==> config.mk <==
export PLATFORM = sky130hd
export DESIGN_NAME = irqagg_ctrl
export DESIGN_NICKNAME = d
export VERILOG_FILES = /design/src/rtl/irqagg_pkg.sv /design/src/rtl/irqagg_group.sv /design/src/rtl/irqagg_blk.sv /design/src/rtl/irqagg_ctrl.sv
export SDC_FILE = /design/constraint.sdc
export NUM_CORES = 2
export LEC_CHECK = 0
export ABC_AREA = 1
export ABC_CLOCK_PERIOD_IN_PS = 4500
export BUFFER_PORTS_ARGS = -buffer_cell sky130_fd_sc_hd__buf_2
export CAP_MARGIN = 10
export CELL_PAD_IN_SITES_DETAIL_PLACEMENT = 1
export CELL_PAD_IN_SITES_GLOBAL_PLACEMENT = 2
export CORE_MARGIN = 2
export CORE_UTILIZATION = 30
export DETAILED_ROUTE_END_ITERATION = 7
export PLACE_DENSITY_LB_ADDON = 0.1
export RECOVER_POWER = 50
export SYNTH_ARGS = -nofsm -noshare
export SYNTH_HDL_FRONTEND = slang
export SYNTH_SLANG_ARGS = --single-unit
==> constraint.sdc <==
create_clock -name clk -period 4.5 [get_ports clk]
set_input_delay 0.45 -clock clk [delete_from_list [all_inputs] [get_ports clk]]
set_output_delay 0.45 -clock clk [all_outputs]
set_load 0.03 [all_outputs]
==> src/rtl/irqagg_pkg.sv <==
package irqagg_pkg;

    localparam int GRP_CNT    = 19;
    localparam int GRP_FIRST  = 8;
    localparam int SRC_W      = 32;
    localparam int REG_W      = 32;
    localparam int ADDR_W     = 12;
    localparam int OUT_CNT    = 18;
    localparam int GRP_STRIDE = 20;

    localparam logic [ADDR_W-1:0] BLK_SET_ADDR = 12'h200;
    localparam logic [ADDR_W-1:0] BLK_CLR_ADDR = 12'h204;
    localparam logic [ADDR_W-1:0] BLK_ACT_ADDR = 12'h208;

    typedef enum logic [2:0] {
        SLOT_SRC    = 3'd0,
        SLOT_ENSET  = 3'd1,
        SLOT_RESULT = 3'd2,
        SLOT_ENCLR  = 3'd3,
        SLOT_RSVD   = 3'd4
    } slot_e;

    typedef struct packed {
        logic wr_src;
        logic wr_enset;
        logic wr_enclr;
    } grp_wr_t;

    // Output line for a group number; -1 when the group has no line.
    function automatic int out_line(input int grp_num);
        if (grp_num < GRP_FIRST || grp_num > GRP_FIRST + GRP_CNT - 1) return -1;
        if (grp_num <= 21) return grp_num - GRP_FIRST;
        if (grp_num == 22) return -1;
        return grp_num - GRP_FIRST - 1;
    endfunction

endpackage

==> src/rtl/irqagg_group.sv <==
module irqagg_group
    import irqagg_pkg::*;
#(
    parameter int W = SRC_W
) (
    input  logic         clk,
    input  logic         rst,
    input  logic [W-1:0] src_raw,
    input  grp_wr_t      wr,
    input  logic [W-1:0] wdata,
    output logic [W-1:0] src_q,
    output logic [W-1:0] en_q,
    output logic [W-1:0] result,
    output logic         any_hit
);

    logic [W-1:0] clr_mask;
    logic [W-1:0] set_mask;
    logic [W-1:0] off_mask;

    assign clr_mask = wr.wr_src   ? wdata : '0;
    assign set_mask = wr.wr_enset ? wdata : '0;
    assign off_mask = wr.wr_enclr ? wdata : '0;

    always_ff @(posedge clk) begin
        if (rst) begin
            src_q <= '0;
            en_q  <= '0;
        end else begin
            src_q <= (src_q & ~clr_mask) | src_raw;
            en_q  <= (en_q | set_mask) & ~off_mask;
        end
    end

    assign result  = src_q & en_q;
    assign any_hit = |result;

    assert_sticky_set_R2: assert property (@(posedge clk) disable iff (rst)
        (src_raw != '0) |=> ((src_q & $past(src_raw)) == $past(src_raw)));

    assert_w1c_R3: assert property (@(posedge clk) disable iff (rst)
        wr.wr_src |=> ((src_q & $past(wdata) & ~$past(src_raw)) == '0));

    assert_enset_R4: assert property (@(posedge clk) disable iff (rst)
        wr.wr_enset |=> ((en_q & $past(wdata)) == $past(wdata)));

    assert_enclr_R4: assert property (@(posedge clk) disable iff (rst)
        wr.wr_enclr |=> ((en_q & $past(wdata)) == '0));

endmodule

==> src/rtl/irqagg_blk.sv <==
module irqagg_blk
    import irqagg_pkg::*;
#(
    parameter int NG    = GRP_CNT,
    parameter int FIRST = GRP_FIRST,
    parameter int NO    = OUT_CNT
) (
    input  logic          clk,
    input  logic          rst,
    input  logic [NG-1:0] any_grp,
    input  logic          wr_set,
    input  logic          wr_clr,
    input  logic [NG-1:0] wbits,
    output logic [NG-1:0] blk_en,
    output logic [NG-1:0] active,
    output logic [NO-1:0] agg_irq
);

    always_ff @(posedge clk) begin
        if (rst) begin
            blk_en <= '0;
            active <= '0;
        end else begin
            blk_en <= (blk_en | (wr_set ? wbits : '0)) & ~(wr_clr ? wbits : '0);
            active <= blk_en & any_grp;
        end
    end

    for (genvar i = 0; i < NG; i++) begin : g_map
        localparam int LINE = out_line(i + FIRST);
        if (LINE >= 0) begin : g_line
            assign agg_irq[LINE] = active[i];
        end
    end

    assert_gate_R7: assert property (@(posedge clk) disable iff (rst)
        1'b1 |=> ((active & ~$past(blk_en)) == '0));

    assert_blkset_R6: assert property (@(posedge clk) disable iff (rst)
        wr_set |=> ((blk_en & $past(wbits)) == $past(wbits)));

    assert_blkclr_R6: assert property (@(posedge clk) disable iff (rst)
        wr_clr |=> ((blk_en & $past(wbits)) == '0));

endmodule

==> src/rtl/irqagg_ctrl.sv <==
module irqagg_ctrl
    import irqagg_pkg::*;
#(
    parameter int NG    = GRP_CNT,
    parameter int W     = SRC_W,
    parameter int AW    = ADDR_W,
    parameter int NO    = OUT_CNT,
    parameter int FIRST = GRP_FIRST
) (
    input  logic            clk,
    input  logic            rst,
    input  logic [AW-1:0]   bus_addr,
    input  logic            bus_wr,
    input  logic [REG_W-1:0] bus_wdata,
    output logic [REG_W-1:0] bus_rdata,
    input  logic [NG*W-1:0] src_in,
    output logic [NO-1:0]   agg_irq
);

    localparam int PAD_HI = REG_W - NG - FIRST;

    logic [W-1:0] src_q  [NG];
    logic [W-1:0] en_q   [NG];
    logic [W-1:0] result [NG];
    logic [NG-1:0] grp_any;
    logic [NG-1:0] grp_hit;
    slot_e         grp_slot [NG];
    logic [NG-1:0] blk_en;
    logic [NG-1:0] blk_act;
    logic          blk_set_wr;
    logic          blk_clr_wr;

    for (genvar i = 0; i < NG; i++) begin : g_grp
        localparam logic [AW-1:0] BASE = AW'(i * GRP_STRIDE);
        logic [AW-1:0] rel;
        grp_wr_t       wr;

        assign rel         = bus_addr - BASE;
        assign grp_hit[i]  = (bus_addr >= BASE) && (rel < AW'(GRP_STRIDE));
        assign grp_slot[i] = slot_e'(rel[4:2]);
        assign wr.wr_src   = bus_wr && grp_hit[i] && (grp_slot[i] == SLOT_SRC);
        assign wr.wr_enset = bus_wr && grp_hit[i] && (grp_slot[i] == SLOT_ENSET);
        assign wr.wr_enclr = bus_wr && grp_hit[i] && (grp_slot[i] == SLOT_ENCLR);

        irqagg_group #(.W(W)) u_grp (
            .clk     (clk),
            .rst     (rst),
            .src_raw (src_in[i*W +: W]),
            .wr      (wr),
            .wdata   (bus_wdata[W-1:0]),
            .src_q   (src_q[i]),
            .en_q    (en_q[i]),
            .result  (result[i]),
            .any_hit (grp_any[i])
        );
    end

    assign blk_set_wr = bus_wr && (bus_addr == BLK_SET_ADDR);
    assign blk_clr_wr = bus_wr && (bus_addr == BLK_CLR_ADDR);

    irqagg_blk #(.NG(NG), .FIRST(FIRST), .NO(NO)) u_blk (
        .clk     (clk),
        .rst     (rst),
        .any_grp (grp_any),
        .wr_set  (blk_set_wr),
        .wr_clr  (blk_clr_wr),
        .wbits   (bus_wdata[FIRST +: NG]),
        .blk_en  (blk_en),
        .active  (blk_act),
        .agg_irq (agg_irq)
    );

    always_comb begin
        bus_rdata = '0;
        for (int i = 0; i < NG; i++) begin
            if (grp_hit[i]) begin
                case (grp_slot[i])
                    SLOT_SRC:               bus_rdata = REG_W'(src_q[i]);
                    SLOT_ENSET, SLOT_ENCLR: bus_rdata = REG_W'(en_q[i]);
                    SLOT_RESULT:            bus_rdata = REG_W'(result[i]);
                    default:                bus_rdata = '0;
                endcase
            end
        end
        if (bus_addr == BLK_SET_ADDR || bus_addr == BLK_CLR_ADDR)
            bus_rdata = {{PAD_HI{1'b0}}, blk_en, {FIRST{1'b0}}};
        else if (bus_addr == BLK_ACT_ADDR)
            bus_rdata = {{PAD_HI{1'b0}}, blk_act, {FIRST{1'b0}}};
    end

    assert_line_count_R8: assert property (@(posedge clk) disable iff (rst)
        $countones(agg_irq) <= $countones(blk_act));

    assert_onehot_hit_R10: assert property (@(posedge clk) disable iff (rst)
        $onehot0(grp_hit));

endmodule

== Yosys cells after proc, flatten, opt, wreduce, memory -nomap -nowiden ==
Index checks and enable logic that the tools add are counted.
Widths: inputs -> output; s select.

* Reductions and logical operators: 155
* Magnitude comparators: 38
* Multiplexer cells: 99
* Equal/unequal tests: 60
* Add/subtract/negate cells: 18
* Bitwise operators: 137

{| class="wikitable"
|+ Operator list
! kind !! count
|-
| $mux 32 || 78
|-
| $and 32x32->32 || 57
|-
| $pmux 32 s3 || 19
|-
| $not 32->32 || 38
|-
| $or 32x32->32 || 38
|-
| $reduce_or 32->1 || 19
|-
| $lt 12x5->1 const B || 19
|-
| $eq 3x2->1 const B || 38
|-
| $logic_and 1x1->1 || 97
|-
| $ge 12x8->1 const B || 6
|-
| $ge 12x9->1 const B || 6
|-
| $sub 12x8->12 const B || 6
|-
| $sub 12x9->12 const B || 6
|-
| $eq 3x1->1 const B || 19
|-
| $logic_not 3->1 || 19
|-
| $and 19x19->19 || 2
|-
| $mux 19 || 2
|-
| $reduce_or 2->1 || 19
|-
| $eq 12x10->1 const B || 3
|-
| $ge 12x7->1 const B || 3
|-
| $sub 12x7->12 const B || 3
|-
| $ge 12x6->1 const B || 2
|-
| $sub 12x6->12 const B || 2
|-
| $not 19->19 || 1
|-
| other kinds (5) || 5
|}

* Word-level logic and storage cells: 547
* Flip-flop bits (word level): 1254
* Bits of input ports: 655
* Output and inout port bits: 50

== Longest topological paths before layout ==
* Depth after elaboration: 24
* Mapped depth: 39
* Depth with buffers taken out: 32

== Modules after synthesis ==
From an unflattened synthesis, not the netlist that was laid out.

* Cell total of the unflattened synthesis: 11146
* Area total of the unflattened synthesis: 74056.0 µm²

{| class="wikitable"
|+ Modules (own cells, without submodules)
! module !! area each (µm²) !! cells an instance !! times used !! sequential area each (µm²)
|-
| irqagg_group || 2721.4 || 335 || 19 || 1281.2
|-
| irqagg_ctrl || 20916.3 || 4603 || 1 || 0.0
|-
| irqagg_blk || 1433.9 || 178 || 1 || 760.7
|}

== Least setup slack after synthesis ==
OpenSTA, ideal clock, no wires.

* Kind: input -> output
* Start: input port bus_addr[3]
* End: output port bus_rdata[5]
* Stages: 37
* Data required time: 4.050 ns
* Slack: -0.575 ns
* Arrival time: 4.625 ns
* Buffers on the path: 7
* Path through: buf_6 -> inv_6 -> buf_2 -> clkbuf_1 -> clkbuf_1 -> buf_1 -> clkbuf_1 -> ha_1 -> inv_1 -> a21oi_1 -> nor2_1 -> nor2_1 -> nand2_1 -> nor2_4 -> buf_2 -> nor2_1 -> nand2_1 -> nand2_1 -> nand2_1 -> nand2_1 -> nand2_1 -> nand2_1 -> nand2_1 -> nand2_1 -> nand2_1 -> nand2_1 -> nand2_1 -> nand2_1 -> nand2_1 -> nand2_1 -> nand2_1 -> nand2_1 -> nand2_1 -> nand2_1 -> nand2_1 -> nand2_1 -> a21oi_1

* Longest elaborated chain between the ends: 24
* Elaborated cells between the ends (all ways): 214
* Classes of those cells: 18 x add/sub; 38 x order compare; 60 x eq/ne; 40 x mux; 58 x reduce/logical

{| class="wikitable"
|+ Ends and longest elaborated chain
! element !! RTL line !! RTL
|-
| start, declared || irqagg_ctrl.sv:12 || <nowiki>input logic [AW-1:0] bus_addr,</nowiki>
|-
| branches (longest 23 deep; another with $sub 12x5->12) || - ||
|-
| $mux 32 * || irqagg_ctrl.sv:85 || <nowiki>if (bus_addr == BLK_SET_ADDR || bus_addr == BLK_CLR_ADDR)</nowiki>
|-
| end, declared || irqagg_ctrl.sv:15 || <nowiki>output logic [REG_W-1:0] bus_rdata,</nowiki>
|}

Every way passes the cells marked *.

== Final worst setup path ==
* Start: input port bus_addr[4]
* End: output port bus_rdata[26]

Same word-level chain as after synthesis.

==> metrics.txt <==
# TYPE chip_impl_metric gauge
chip_impl_info{name="outcome",value="complete, but fails checks"} 1
chip_impl_info{name="violations",value="capacitance limit, slew limit"} 1
chip_impl_metric{name="report.final.setup_viol",unit=""} 0
chip_impl_metric{name="row_count",unit=""} 175
chip_impl_metric{name="layout_worst_path_cycle_share",unit="%"} 100
chip_impl_metric{name="worst_ir_drop_vdd",unit="mV"} 0.278
chip_impl_metric{name="clock_power_share",unit="%"} 44.9
chip_impl_metric{name="synth.ff_latch_count",unit=""} 1254
chip_impl_metric{name="path_buf_inv",unit=""} 10
chip_impl_metric{name="area_growth_syn_to_layout",unit="%"} 37.0
chip_impl_metric{name="postRouteAntennaNets",unit=""} 0
chip_impl_metric{name="swShare",unit="%"} 30.9
chip_impl_metric{name="worst_path_maximum_fanout",unit=""} 42
chip_impl_info{name="cts_tree",value="done"} 1
chip_impl_metric{name="grt_max_degree",unit=""} 130
chip_impl_metric{name="cp_data_required_time",unit="ns"} 4.05
chip_impl_info{name="path_delay_family",value="buffers and inverters"} 1
chip_impl_info{name="cts_root_buffer",value="sky130_fd_sc_hd__clkbuf_16"} 1
chip_impl_metric{name="clock.fmax",unit="MHz"} 222
chip_impl_metric{name="postLayoutCoreUtil",unit="%"} 41.2
chip_impl_metric{name="floorplan.initialDensity",unit="%"} 30.1
chip_impl_metric{name="seq_power_share",unit="%"} 40.1
chip_impl_metric{name="worst_skew_pair.late_latency",unit="ns"} 0.85
chip_impl_metric{name="detail_route.wirelength",unit="um"} 482000
chip_impl_metric{name="track_usage",unit="%"} 39.9
chip_impl_info{name="grt_setup_unrepaired",value="true"} 1
chip_impl_info{name="cpMaxStageDelayCell",value="sky130_fd_sc_hd__buf_6"} 1
chip_impl_metric{name="via_count_of_the_first_global_routing_pass",unit=""} 84500
chip_impl_metric{name="p_leak",unit="nW"} 37.8
chip_impl_metric{name="synthesis.area",unit="mm2"} 0.0684
chip_impl_metric{name="postSynthNetCount",unit=""} 11100
chip_impl_metric{name="post_drt_via_cell_ratio",unit=""} 5.81
chip_impl_info{name="ys.flop_type",value="sky130_fd_sc_hd__dfxtp_1"} 1
chip_impl_info{name="worstHoldPathType",value="input port to flop"} 1
chip_impl_metric{name="worst_ep_arrival_time",unit="ns"} 4.05
chip_impl_metric{name="synth-async-reset-ratio",unit="%"} 0
chip_impl_metric{name="dpl_worst_slack",unit="ns"} -0.879
chip_impl_metric{name="ys_warn_count",unit=""} 0
chip_impl_info{name="most-common-layout-cells",value="sky130_fd_sc_hd__nand2_1 (1559), sky130_fd_sc_hd__o21ai_0 (1382), sky130_fd_sc_hd__dfxtp_1 (1254), sky130_fd_sc_hd__inv_1 (1251), sky130_fd_sc_hd__a21oi_1 (1225)"} 1
chip_impl_metric{name="routedWlPerCell",unit="um"} 32.1
chip_impl_metric{name="global_route_wire_length_before_repair",unit="um"} 657000
chip_impl_metric{name="core_area",unit="mm2"} 0.227
chip_impl_info{name="timing.critical_path.mode_cell",value="sky130_fd_sc_hd__buf_6"} 1
chip_impl_metric{name="finalNetCount",unit=""} 12500
chip_impl_metric{name="final-hold-violation-count",unit=""} 0
chip_impl_metric{name="timing.slew.headroom",unit="%"} -38.1
chip_impl_metric{name="finalMaxSlewViolations",unit=""} 154
chip_impl_metric{name="final_layout_size_suffix_gt1_share",unit="%"} 20.1
chip_impl_metric{name="place.gp.congestion",unit=""} 0.979
chip_impl_metric{name="final.setup.worst_slack",unit="ns"} 0.00189
chip_impl_metric{name="fin_worst_skew",unit="ns"} 0.0417
chip_impl_metric{name="antenna_found_initial",unit=""} 54
chip_impl_metric{name="first_iter_violations",unit=""} 10100
chip_impl_metric{name="first_pass_iters",unit=""} 6
chip_impl_metric{name="place.detailed.hpwl",unit="um"} 337000
chip_impl_metric{name="routed-via-count",unit=""} 87300
chip_impl_metric{name="die-width",unit="um"} 481
chip_impl_metric{name="synth_cell_type_count",unit=""} 55
chip_impl_metric{name="port_buffers",unit=""} 704
chip_impl_metric{name="powerDensity",unit="mW/mm2"} 320
chip_impl_metric{name="cp_slowest_stage_delay",unit="ns"} 0.40
chip_impl_metric{name="cts_sinks",unit=""} 1254
chip_impl_info{name="most_common_library_cell_in_the_layout_ignoring_fill_and_taps",value="sky130_fd_sc_hd__nand2_1"} 1
chip_impl_metric{name="clock_path_buffers",unit=""} 3
chip_impl_info{name="criticalPathCategory",value="input port to output pin"} 1
chip_impl_info{name="timing.critical_path.cells",value="buf_2 -> buf_4 -> buf_6 -> nor2_4 -> buf_6 -> nand2_2 -> buf_4 -> o21ai_4 -> buf_6 -> nor4_1 -> nand2_1 -> buf_4 -> inv_2 -> buf_12 -> nor2_1 -> nand2_4 -> nand2_2 -> nand2_1 -> nand2_1 -> o21ai_2 -> buf_6"} 1
chip_impl_metric{name="comb_power_share",unit="%"} 14.9
chip_impl_metric{name="cts-htree-levels",unit=""} 4
chip_impl_metric{name="die_height",unit="um"} 481
chip_impl_info{name="startpoint_type",value="input port"} 1
chip_impl_metric{name="num_io_pins",unit=""} 705
chip_impl_metric{name="numCtsBuffers",unit=""} 157
chip_impl_metric{name="globalRouteOverflowTotal",unit=""} 0
chip_impl_metric{name="die-area",unit="mm2"} 0.232
chip_impl_metric{name="internal-power",unit="mW"} 20.7
chip_impl_metric{name="tightest_slew",unit="ns"} 2.05
chip_impl_metric{name="yosysSeqAreaShare",unit="%"} 36.7
chip_impl_metric{name="total_switching_power",unit="mW"} 9.27
chip_impl_metric{name="netlist_instances",unit=""} 10500
chip_impl_metric{name="drc",unit=""} 0
chip_impl_metric{name="fin_crit",unit="ns"} 4.50
chip_impl_metric{name="syn_avg_cell_area",unit="um2"} 6.53
chip_impl_metric{name="max_cap_violations",unit=""} 5
chip_impl_metric{name="clkSlewWorstSetupHoldPaths",unit="ns"} 0.05
chip_impl_info{name="setup.worst_path.end_class",value="output pin"} 1
chip_impl_metric{name="synth_edf_count",unit=""} 0
chip_impl_metric{name="final.fill_count",unit=""} 28300
path summary, 6_finish.rpt:
kind                            start                       to  slack [ns]  cells past startpoint
max                       bus_addr[4]            bus_rdata[26]       0.002                     21
min reg2reg          u_blk.blk_en[16]         u_blk.active[16]        0.49                      2
max reg2reg  g_grp[3].u_grp.src_q[28]          u_blk.active[3]        1.81                      4
min                        src_in[96]  g_grp[3].u_grp.src_q[0]        0.05                      3
power groups by stage:
stage | Combinational [mW] | Sequential [mW] | Clock [mW]
3_5_place_dp | 3.69 | 12.2 | 0
5_1_grt | 4.59 | 12.0 | 14.0
4_1_cts | 4.22 | 12.0 | 13.6
6_report | 4.48 | 12.0 | 13.5
2_1_floorplan | 1.50 | 11.9 | 0
3_3_place_gp | 3.67 | 12.2 | 0
flip-flops by register name (all words and copies together), names as in the netlist:
register	count
g_grp.u_grp.en_q	608
u_blk.active	19
g_grp.u_grp.src_q	608
u_blk.blk_en	19
area by class of cell:
type	count	area (um2)	share of cell area, %
inverter	1336	5070	5.41
timing repair buffer	2093	17000	18.1
sequential	1254	25100	26.8
clock buffer	222	4520	4.82
multi-input combinational	7007	37300	39.9
antenna	40	100	0.107
timing repair inverter	1	6.26	0.00668
tap	3009	3760	4.02
clock inverter	63	773	0.826
cell usage after synthesis, types with 35 or more instances:
cell type / count / area, um2
sky130_fd_sc_hd__buf_2: 80 / 400
sky130_fd_sc_hd__o22ai_1: 122 / 763
sky130_fd_sc_hd__nor2_1: 704 / 2640
sky130_fd_sc_hd__nand4_1: 270 / 1690
sky130_fd_sc_hd__o21ai_1: 56 / 280
sky130_fd_sc_hd__o221ai_1: 35 / 307
sky130_fd_sc_hd__a31oi_1: 51 / 319
sky130_fd_sc_hd__nand2_1: 1942 / 7290
sky130_fd_sc_hd__a21oi_1: 1262 / 6320
sky130_fd_sc_hd__nor4_1: 42 / 263
sky130_fd_sc_hd__nor3_1: 242 / 1210
sky130_fd_sc_hd__inv_1: 1297 / 4870
sky130_fd_sc_hd__a221oi_1: 214 / 1870
sky130_fd_sc_hd__nand3_1: 174 / 871
sky130_fd_sc_hd__clkbuf_1: 727 / 2730
sky130_fd_sc_hd__o21ai_0: 1420 / 7110
sky130_fd_sc_hd__a211oi_1: 85 / 638
sky130_fd_sc_hd__a22oi_1: 62 / 465
sky130_fd_sc_hd__dfxtp_1: 1254 / 25100
sky130_fd_sc_hd__o211ai_1: 219 / 1640
kinds of logic after synthesis:
logic type,after synthesis,share of synthesized area (%)
xor gates and xnor gates,18,0.231
and+or+nand+nor,3413,21.0
adders and majority gates,18,0.329
buffers and inverters,2213,12.5
DFF,1254,36.7
AOI/OAI and AO/OA,3558,29.2
worst register-to-register path, cell delays in order, from the launching register on:
cell and delay [ns]:
sky130_fd_sc_hd__dfxtp_1 0.37, sky130_fd_sc_hd__nand2_1 0.14, sky130_fd_sc_hd__nand4_1 0.14, sky130_fd_sc_hd__nor4_1 1.62, sky130_fd_sc_hd__a211oi_1 0.21
per-layer routing:
metal,track usage (%),part of all wire [%],wire length [um],vias up
li1,-,-,-,38100
met3,6.68,8.3,39900,986
met4,21.7,6.2,30100,8
met2,60.1,43,207000,4302
met5,0,0.010,50,-
met1,54.0,43,206000,43900
repair_timing:
item	in CTS	in global routing
hold buffers	590	0
setup endpoints to repair	32	32
buffers inserted	18	18
pin swaps	62	139
hold endpoints to repair	590	0
gates cloned	3	7
gates resized for setup	451	392
per-stage QoR:
step / setup TNS, ns / hold WS (ns) / power (mW) / cell area [um2] / instances
floorplan: 0 / 0.418 / 13.4 / 68600 / 10500
global placement: -16.96 / 0.473 / 15.9 / 79100 / 14100
detailed placement: -19.23 / 0.480 / 15.9 / 79100 / 14100
CTS: 0 / 0.00216 / 29.8 / 91900 / 15000
global route: -1.02 / 0.0245 / 30.6 / 93600 / 15000
finish: 0 / 0.0499 / 29.9 / 93700 / 15000
(Power assumes the default switching activity.)
